### config.mk
export PLATFORM = sky130hd
export DESIGN_NAME = dma_steal
export DESIGN_NICKNAME = d
export VERILOG_FILES = /design/src/rtl/dma_steal_pkg.sv /design/src/rtl/dma_steal_regs.sv /design/src/rtl/dma_steal_fsm.sv /design/src/rtl/dma_steal_hold.sv /design/src/rtl/dma_steal.sv
export SDC_FILE = /design/constraint.sdc
export NUM_CORES = 1
export LEC_CHECK = 0
export BUFFER_PORTS_ARGS = -buffer_cell sky130_fd_sc_hd__buf_4
export CORE_MARGIN = 5
export CORE_UTILIZATION = 50
export DETAILED_ROUTE_END_ITERATION = 6
export GPL_ROUTABILITY_DRIVEN = 0
export GPL_TIMING_DRIVEN = 0
export HOLD_SLACK_MARGIN = 0.1
export PLACE_DENSITY = 0.85
export SLEW_MARGIN = 40
export SYNTH_ARGS = -nofsm -noshare
export SYNTH_HDL_FRONTEND = slang
export SYNTH_SLANG_ARGS = --single-unit
### constraint.sdc
create_clock -name clk -period 2.2 [get_ports clk]
set_input_delay 0.11 -clock clk [delete_from_list [all_inputs] [get_ports clk]]
set_output_delay 0.11 -clock clk [all_outputs]
set_load 0.02 [all_outputs]
### src/rtl/dma_steal_pkg.sv
package dma_steal_pkg;
  typedef enum logic [2:0] {
    PH_IDLE,
    PH_REQ,
    PH_RD,
    PH_WR,
    PH_REL
  } phase_e;

  localparam logic [1:0] RA_DEV = 2'd0;
  localparam logic [1:0] RA_MEM = 2'd1;
  localparam logic [1:0] RA_CNT = 2'd2;
  localparam logic [1:0] RA_CMD = 2'd3;

  localparam int CMD_GO  = 0;
  localparam int CMD_DIR = 1;
  localparam int CMD_ACK = 2;
endpackage

### src/rtl/dma_steal_regs.sv
module dma_steal_regs
  import dma_steal_pkg::*;
#(
  parameter int AW = 16
) (
  input  logic          clk,
  input  logic          rst_n,
  input  logic          cfg_we,
  input  logic          cfg_re,
  input  logic [1:0]    cfg_addr,
  input  logic [AW-1:0] cfg_wdata,
  output logic [AW-1:0] cfg_rdata,
  input  logic          busy,
  input  logic          word_done,
  output logic [AW-1:0] dev_addr,
  output logic [AW-1:0] mem_addr,
  output logic          dir,
  output logic          last_word,
  output logic          go,
  output logic          done
);
  function automatic logic [AW-1:0] step_up(input logic [AW-1:0] a);
    return a + 1'b1;
  endfunction

  function automatic logic [AW-1:0] step_down(input logic [AW-1:0] c);
    return c - 1'b1;
  endfunction

  logic [AW-1:0] words_left;
  logic wr_cmd, start_try, start_acc, zero_start, blk_done, set_done, clr_done;

  assign wr_cmd     = cfg_we && (cfg_addr == RA_CMD);
  assign start_try  = wr_cmd && cfg_wdata[CMD_GO];
  assign start_acc  = start_try && !busy;
  assign zero_start = start_acc && (words_left == '0);
  assign go         = start_acc && (words_left != '0);
  assign last_word  = (words_left == AW'(1));
  assign blk_done   = word_done && last_word;
  assign set_done   = blk_done || zero_start;
  assign clr_done   = (wr_cmd && cfg_wdata[CMD_ACK]) ||
                      (cfg_re && (cfg_addr == RA_CMD)) || go;

  always_ff @(posedge clk) begin
    if (!rst_n) begin
      dev_addr   <= '0;
      mem_addr   <= '0;
      words_left <= '0;
      dir        <= 1'b0;
      done       <= 1'b0;
    end else begin
      if (set_done)      done <= 1'b1;
      else if (clr_done) done <= 1'b0;
      if (start_acc) dir <= cfg_wdata[CMD_DIR];
      if (cfg_we && !busy && cfg_addr == RA_DEV) dev_addr <= cfg_wdata;
      if (word_done) begin
        mem_addr   <= step_up(mem_addr);
        words_left <= step_down(words_left);
      end else if (cfg_we && !busy) begin
        if (cfg_addr == RA_MEM) mem_addr   <= cfg_wdata;
        if (cfg_addr == RA_CNT) words_left <= cfg_wdata;
      end
    end
  end

  always_comb begin
    case (cfg_addr)
      RA_DEV:  cfg_rdata = dev_addr;
      RA_MEM:  cfg_rdata = mem_addr;
      RA_CNT:  cfg_rdata = words_left;
      default: cfg_rdata = {{(AW-2){1'b0}}, done, busy};
    endcase
  end

  a_r6_count_steps: assert property (@(posedge clk) disable iff (!rst_n)
    word_done |=> (words_left == AW'($past(words_left) - 1'b1)) &&
                  (mem_addr == AW'($past(mem_addr) + 1'b1)));
  a_r7_last_sets_done: assert property (@(posedge clk) disable iff (!rst_n)
    blk_done |=> done && (words_left == '0));
  a_r8_clear_done: assert property (@(posedge clk) disable iff (!rst_n)
    (clr_done && !set_done) |=> !done);
  a_r9_zero_start: assert property (@(posedge clk) disable iff (!rst_n)
    zero_start |=> done && !go);
  a_r10_busy_start_ignored: assert property (@(posedge clk) disable iff (!rst_n)
    (start_try && busy && !word_done) |=> $stable(words_left) && $stable(dir) &&
                                          $stable(dev_addr) && $stable(mem_addr));
endmodule

### src/rtl/dma_steal_fsm.sv
module dma_steal_fsm
  import dma_steal_pkg::*;
#(
  parameter int AW = 16,
  parameter int DW = 16
) (
  input  logic          clk,
  input  logic          rst_n,
  input  logic          go,
  input  logic          dir,
  input  logic          last_word,
  input  logic [AW-1:0] dev_addr,
  input  logic [AW-1:0] mem_addr,
  input  logic [DW-1:0] hold_q,
  input  logic          bus_gnt,
  output logic          busy,
  output logic          word_done,
  output logic          cap_en,
  output logic          bus_req,
  output logic          bus_rd,
  output logic          bus_wr,
  output logic          bus_io,
  output logic [AW-1:0] bus_addr,
  output logic [DW-1:0] bus_wdata
);
  phase_e ph_q, ph_d;

  always_comb begin
    ph_d = ph_q;
    case (ph_q)
      PH_IDLE: if (go) ph_d = PH_REQ;
      PH_REQ:  if (bus_gnt) ph_d = PH_RD;
      PH_RD:   ph_d = PH_WR;
      PH_WR:   ph_d = last_word ? PH_IDLE : PH_REL;
      PH_REL:  ph_d = PH_REQ;
      default: ph_d = PH_IDLE;
    endcase
  end

  always_ff @(posedge clk) begin
    if (!rst_n) ph_q <= PH_IDLE;
    else        ph_q <= ph_d;
  end

  assign busy      = (ph_q != PH_IDLE);
  assign bus_req   = (ph_q == PH_REQ) || (ph_q == PH_RD) || (ph_q == PH_WR);
  assign bus_rd    = (ph_q == PH_RD);
  assign bus_wr    = (ph_q == PH_WR);
  assign cap_en    = bus_rd;
  assign word_done = bus_wr;
  assign bus_wdata = bus_wr ? hold_q : '0;

  always_comb begin
    bus_io   = 1'b0;
    bus_addr = '0;
    if (bus_rd) begin
      bus_io   = !dir;
      bus_addr = dir ? mem_addr : dev_addr;
    end else if (bus_wr) begin
      bus_io   = dir;
      bus_addr = dir ? dev_addr : mem_addr;
    end
  end

  a_r2_req_after_go: assert property (@(posedge clk) disable iff (!rst_n)
    go |=> bus_req && !bus_rd && !bus_wr);
  a_r3_read_then_write: assert property (@(posedge clk) disable iff (!rst_n)
    bus_rd |=> bus_wr && (bus_io != $past(bus_io)));
  a_r5_release_after_word: assert property (@(posedge clk) disable iff (!rst_n)
    bus_wr |=> !bus_req);
  a_r12_single_strobe: assert property (@(posedge clk) disable iff (!rst_n)
    !(bus_rd && bus_wr));
  a_r12_strobe_needs_gnt: assert property (@(posedge clk) disable iff (!rst_n)
    (bus_rd || bus_wr) |-> bus_gnt);
endmodule

### src/rtl/dma_steal_hold.sv
module dma_steal_hold #(
  parameter int DW = 16
) (
  input  logic          clk,
  input  logic          rst_n,
  input  logic          cap_en,
  input  logic [DW-1:0] din,
  output logic [DW-1:0] hold_q
);
  always_ff @(posedge clk) begin
    if (!rst_n)      hold_q <= '0;
    else if (cap_en) hold_q <= din;
  end
endmodule

### src/rtl/dma_steal.sv
module dma_steal #(
  parameter int AW = 16,
  parameter int DW = 16
) (
  input  logic          clk,
  input  logic          rst_n,
  input  logic          cfg_we,
  input  logic          cfg_re,
  input  logic [1:0]    cfg_addr,
  input  logic [AW-1:0] cfg_wdata,
  output logic [AW-1:0] cfg_rdata,
  output logic          bus_req,
  input  logic          bus_gnt,
  output logic          bus_rd,
  output logic          bus_wr,
  output logic          bus_io,
  output logic [AW-1:0] bus_addr,
  output logic [DW-1:0] bus_wdata,
  input  logic [DW-1:0] bus_rdata,
  output logic          irq
);
  logic          busy, word_done, cap_en, go, dir, last_word, done;
  logic [AW-1:0] dev_addr, mem_addr;
  logic [DW-1:0] hold_q;

  dma_steal_regs #(.AW(AW)) u_regs (
    .clk(clk), .rst_n(rst_n),
    .cfg_we(cfg_we), .cfg_re(cfg_re), .cfg_addr(cfg_addr),
    .cfg_wdata(cfg_wdata), .cfg_rdata(cfg_rdata),
    .busy(busy), .word_done(word_done),
    .dev_addr(dev_addr), .mem_addr(mem_addr), .dir(dir),
    .last_word(last_word), .go(go), .done(done)
  );

  dma_steal_fsm #(.AW(AW), .DW(DW)) u_fsm (
    .clk(clk), .rst_n(rst_n),
    .go(go), .dir(dir), .last_word(last_word),
    .dev_addr(dev_addr), .mem_addr(mem_addr), .hold_q(hold_q),
    .bus_gnt(bus_gnt), .busy(busy), .word_done(word_done), .cap_en(cap_en),
    .bus_req(bus_req), .bus_rd(bus_rd), .bus_wr(bus_wr), .bus_io(bus_io),
    .bus_addr(bus_addr), .bus_wdata(bus_wdata)
  );

  dma_steal_hold #(.DW(DW)) u_hold (
    .clk(clk), .rst_n(rst_n), .cap_en(cap_en),
    .din(bus_rdata), .hold_q(hold_q)
  );

  assign irq = done;

  a_r4_data_carried: assert property (@(posedge clk) disable iff (!rst_n)
    bus_wr |-> (bus_wdata == $past(bus_rdata)));
  a_r7_irq_when_idle_done: assert property (@(posedge clk) disable iff (!rst_n)
    $rose(irq) |-> !busy);
endmodule

# --- Word level (Yosys, flattened, before mapping) ---
# Cells that the tools add are included.
totals:
  out_inout_bits: 53
  ff_bits: 69
op_classes:
  mux: 20
  eq_ne: 10
  add_sub_neg: 2
  n_reduce_logical: 29
ops:
  columns: ["op", "n"]
  rows:
  - ["$mux 16", 11]
  - ["$pmux 16 s3", 1]
  - ["$add 16x1->16 const B", 1]
  - ["$eq 16x1->1 const B", 1]
  - ["$logic_not 16->1", 1]
  - ["$reduce_bool 16->1", 1]
  - ["$sub 16x1->16 const B", 1]
  - ["$pmux 3 s5", 1]
  - ["$logic_and 1x1->1", 10]
  - ["$mux 3", 3]
  - ["$reduce_bool 2->1", 4]
  - ["$eq 3x2->1 const B", 2]
  - ["$reduce_and 2->1", 3]
  - ["$logic_or 1x1->1", 5]
  - ["$eq 2x2->1 const B", 2]
  - ["$mux 1", 4]
  - ["$ne 2x2->1 const B", 2]
  - ["$eq 3x1->1 const B", 1]
  - ["$eq 3x3->1 const B", 1]
  - ["$logic_not 3->1", 1]
  - ["$reduce_bool 3->1", 1]
  - ["$eq 2x1->1 const B", 1]
  - ["$logic_not 1->1", 2]
  - ["$logic_not 2->1", 1]

# --- Logic depth before layout (Yosys ltp) ---
logic_depth:
  depth_word: 8
  depth_mapped: 9

# --- Modules after synthesis ---
# From an unflattened synthesis, not the netlist that was laid out.
unflattened:
  hier_cells: 524
  hier_area_um2: 4235.3
modules_own_cells:
  columns: ["module", "cells_each", "seq_area_each_um2", "area_per_inst_um2", "n_inst"]
  rows:
  - ["dma_steal_regs", 377, 1001.0, 2981.6, 1]
  - ["dma_steal_fsm", 96, 60.1, 638.1, 1]
  - ["dma_steal_hold", 51, 320.3, 615.6, 1]

# --- Least setup slack after synthesis ---
# Ideal clock, no wire load.
synth_path:
  path_type: "reg2out"
  from: "register u_fsm.ph_q[0]"
  to: "output port bus_addr[10]"
  path_slack_ns: 0.512
  path_buffers: 2
  stages_incl_launch_ff: 6
  arrival_time_ns: 1.578
  required_time_ns: 2.090
  path_cell_list: "dfxtp_1 > buf_4 > xor2_1 > clkbuf_1 > nand2_1 > a21oi_1"
synth_via:
  elab_chain_cells: 3
  word_cells_on_any_way: 4
  cone_classes: "2 x eq/ne; 2 x mux"
synth_lines:
  columns: ["element", "line_no", "text"]
  rows:
  - ["from (decl)", "dma_steal_fsm.sv:26", "phase_e ph_q, ph_d;"]
  - ["from (signal assigned)", "dma_steal_fsm.sv:42", "else ph_q <= ph_d;"]
  - ["$eq 3x2->1", "dma_steal_fsm.sv:48", "assign bus_wr = (ph_q == PH_WR);"]
  - ["$mux 16", "dma_steal_fsm.sv:59", "end else if (bus_wr) begin"]
  - ["$mux 16 *", "dma_steal_fsm.sv:56", "if (bus_rd) begin"]
  - ["to (decl)", "dma_steal.sv:17", "output logic [AW-1:0] bus_addr,"]
# Mark *: on every way between the ends. The rest lies on a longest branch, timed or not.

# --- Worst setup path in the final report ---
layout_path:
  from: "register u_fsm.ph_q[0]"
  to: "output port bus_wdata[15]"
layout_via:
  elab_chain_cells: 2
layout_lines:
  columns: ["element", "line_no", "text"]
  rows:
  - ["$eq 3x2->1", "dma_steal_fsm.sv:48", null]
  - ["$mux 16", "dma_steal_fsm.sv:51", "assign bus_wdata = bus_wr ? hold_q : '0;"]
  - ["to (decl)", "dma_steal.sv:18", "output logic [DW-1:0] bus_wdata,"]
# No other way between the ends.

==> reports/metrics.cfg <==
[sta]
fin_crit_sh_pct=96.9
rsz0062_at_grt=false
finClkSkew_ns=0.0123
setup_ws_ns=0.0691
whs_ns=0.151
maxSlewHeadroom_pct=51.1
period_minus_slack_ns=2.13
worst_pin_slew_ns=0.733
final_max_slew_viol_count=0
setup_violations=0
fin_tns_setup_ns=0
clock.fmax_mhz=469
finalHoldViolCount=0

[floorplanning]
start_util_pct=51.9
die_y_um=100
num_rows=32
core_area_um2=7810
die_w_um=100
dieArea_um2=10000
io_pins=92

[synth]
synthFlopType=dfxtp_1
async_flop_share_pct=0
syn_area_per_cell_um2=7.52
synth.distinct_cells=64
synth_seq_area_share_pct=34.1
netlist_instances=539
synth_warnings=0
synth_area_um2=4050
synth_edf_count=0
synth-seq-cells=69
synth_nets=581

[route]
postRouteAntennaNets=0
m1WireLength_um=5420
wl_met3_um=1540
firstDrtPassIters=6
post_drt_via_cell_ratio=6.06
first_iter_violations=419
vias=4698
top_layer=met4
totalWireLength_um=14300
drc_errors=0
route.met2.wl_um=6790
wl_per_cell_um=18.4

[final_layout]
area_delta_synth_final_pct=33.1
fin_cells=775
final_util_pct=69.1
multi_input_area_um2=2460
final_common_cell=nand2_1
regArea_um2=1380
nFillCells=629
drive_above_1_share_pct=22.3
final_cell_mix=133 x nand2_1, 95 x buf_4, 74 x a21oi_1, 68 x dfxtp_1, 32 x dlygate4sd3_1
diodes=0
finalNetCount=713

[critical_path]
critPathLaunchType=flip-flop
crit_arrival_ns=2.02
reg2regPathDepth=7
critPathCaptureType=primary output
cp_data_required_time_ns=2.09
cp_slowest_cell=dfxtp_1
path_cells=buf_4 > nand3b_1 > inv_1 > clkbuf_4 > and2_1 > buf_4
cpMostUsedCell=buf_4
crit_family=buffers and inverters
critPathBufInv=4
startpoint=u_fsm.ph_q[0]$_SDFFE_PN0P_
crit_type=reg -> out
timing.rr.start=u_fsm.ph_q[0]$_SDFFE_PN0P_
max_stage_delay_ns=0.32
cp.depth=6
crit_end=bus_wdata[15]
timing.rr.end=u_regs.dev_addr[6]$_SDFFE_PN0P_
crit_path_max_fanout=19
rrSetupSlack_ns=0.22

[clock_tree]
cts.sinks=69
post-cts-setup-buffers=0
cts_max_path_buffers=2
cts-htree-levels=3
cts_tree=built
clock_latency_ns=0.35
cts_inserted_buffers=9
clkTransAtPathRegs_ns=0.07
cts.root.buffer_cell=clkbuf_8

[worst_hold_path]
hold_path_class=in -> reg

[flow_run]
drv_cap=0

[global_routing]
grt_first_pass_wirelength_um=22500
antenna_found_initial=0
grt_max_degree=20
grt_overflow=0
grtUsageTotal_pct=28.2
grt_pass1_vias=4745

[power]
powerDensity_nw_per_um2=531
vdd_drop_max_v=0.000373
power_leakage_nw=2.12

[outcome]
status=completed

[placement]
dp_cells=731
port_buffers=90
pre_cts_ws_ns=0.198
dpl.hpwl_um=9850

==> where the power goes <==
group | total (W) | switching, W | internal (W) | leakage [nW]
registers | 0.00134 | 0.0000500 | 0.00129 | 0.560
logic | 0.000491 | 0.000274 | 0.000217 | 1.46
clock network | 0.00104 | 0.000471 | 0.000565 | 0.0971
total | 0.00287 | 0.000795 | 0.00207 | 2.12
==> synthesized netlist by cell type (6+ instances only) <==
cell type | instances | area [µm²]
nand2_1 | 133 | 499
dfxtp_1 | 69 | 1380
a21oi_1 | 74 | 370
and3_1 | 6 | 37.5
a22oi_1 | 6 | 45.0
a2bb2oi_1 | 6 | 52.6
nor2_1 | 19 | 71.3
and2_1 | 19 | 119
clkbuf_1 | 17 | 63.8
inv_1 | 6 | 22.5
nand3_1 | 13 | 65.1
mux2i_1 | 16 | 160
o21ai_0 | 18 | 90.1
nor3_1 | 10 | 50.1
buf_2 | 17 | 85.1
a31oi_1 | 15 | 93.8
nor4_1 | 8 | 50.1
o311ai_0 | 6 | 52.6
==> metal layers <==
| metal | GRT usage [%] | up-vias |
|---|---|---|
| met5 | 0 | - |
| met4 | 16.5 | 0 |
| met3 | 6.74 | 62 |
| met2 | 46.1 | 301 |
| met1 | 33.6 | 2157 |
| li1 | - | 2178 |
==> cells by family (layout without fill, tap and decap cells) <==
logic type,Yosys count,count (layout),synth area share (%)
DFF,69,69,34.1
muxes,18,18,5.06
and+or+nand+nor,249,249,31.5
buffers and inverters,50,184,5.83
AOI/OAI and AO/OA,147,147,21.9
xor gates and xnor gates,3,3,0.648
adders and majority gates,3,3,0.926
==> how the worst min path moves through the flow <==
stage,cells after the start,slack [ns],startpoint,endpoint
finish,4,0.15,cfg_re,u_regs.done$_SDFFE_PN0P_
global route,4,0.18,cfg_re,u_regs.done$_SDFFE_PN0P_
CTS,4,0.15,cfg_re,u_regs.done$_SDFFE_PN0P_
detailed placement,3,0.37,bus_rdata[3],u_hold.hold_q[3]$_SDFFE_PN0P_
global placement,3,0.36,bus_rdata[12],u_hold.hold_q[12]$_SDFFE_PN0P_
floorplan,2,0.25,bus_rdata[0],u_hold.hold_q[0]$_SDFFE_PN0P_
==> tightest hold or removal path, cell delays in order <==
cell and delay [ns]:
buf_4 0.08, a21oi_1 0.03, o2111ai_1 0.17, o21ai_1 0.07
==> cell type report <==
class                   instances  share of cell area (%)
plain buffers                  41                    3.87
repair buffers                122                    18.5
clock inverters                 2                   0.649
well taps                     102                    2.37
flip-flops and latches         69                    25.6
clock buffers                  11                    2.81
inverters                       8                   0.580
multi-input cells             420                    45.6
==> per-stage QoR <==
| stage | power, W | cell area (µm²) |
|---|---|---|
| detailed placement | 0.00179 | 4860 |
| finish | 0.00287 | 5400 |
| floorplan | 0.00161 | 4050 |
| global route | 0.00296 | 5400 |
| CTS | 0.00284 | 5380 |
| global placement | 0.00178 | 4860 |
==> flip-flops by register name (all words and copies together), names as in the netlist <==
name / flops
u_hold.hold_q: 16
u_regs.done: 1
u_regs.words_left: 16
u_regs.dir: 1
u_regs.dev_addr: 16
u_fsm.ph_q: 3
u_regs.mem_addr: 16
==> repair_timing <==
item	in CTS	in global routing
endpoints found under the setup margin	18	13
hold endpoints to repair	43	0
hold buffers	32	0
resized for setup	4	6
No activity file was read; power rests on OpenSTA's default activity.
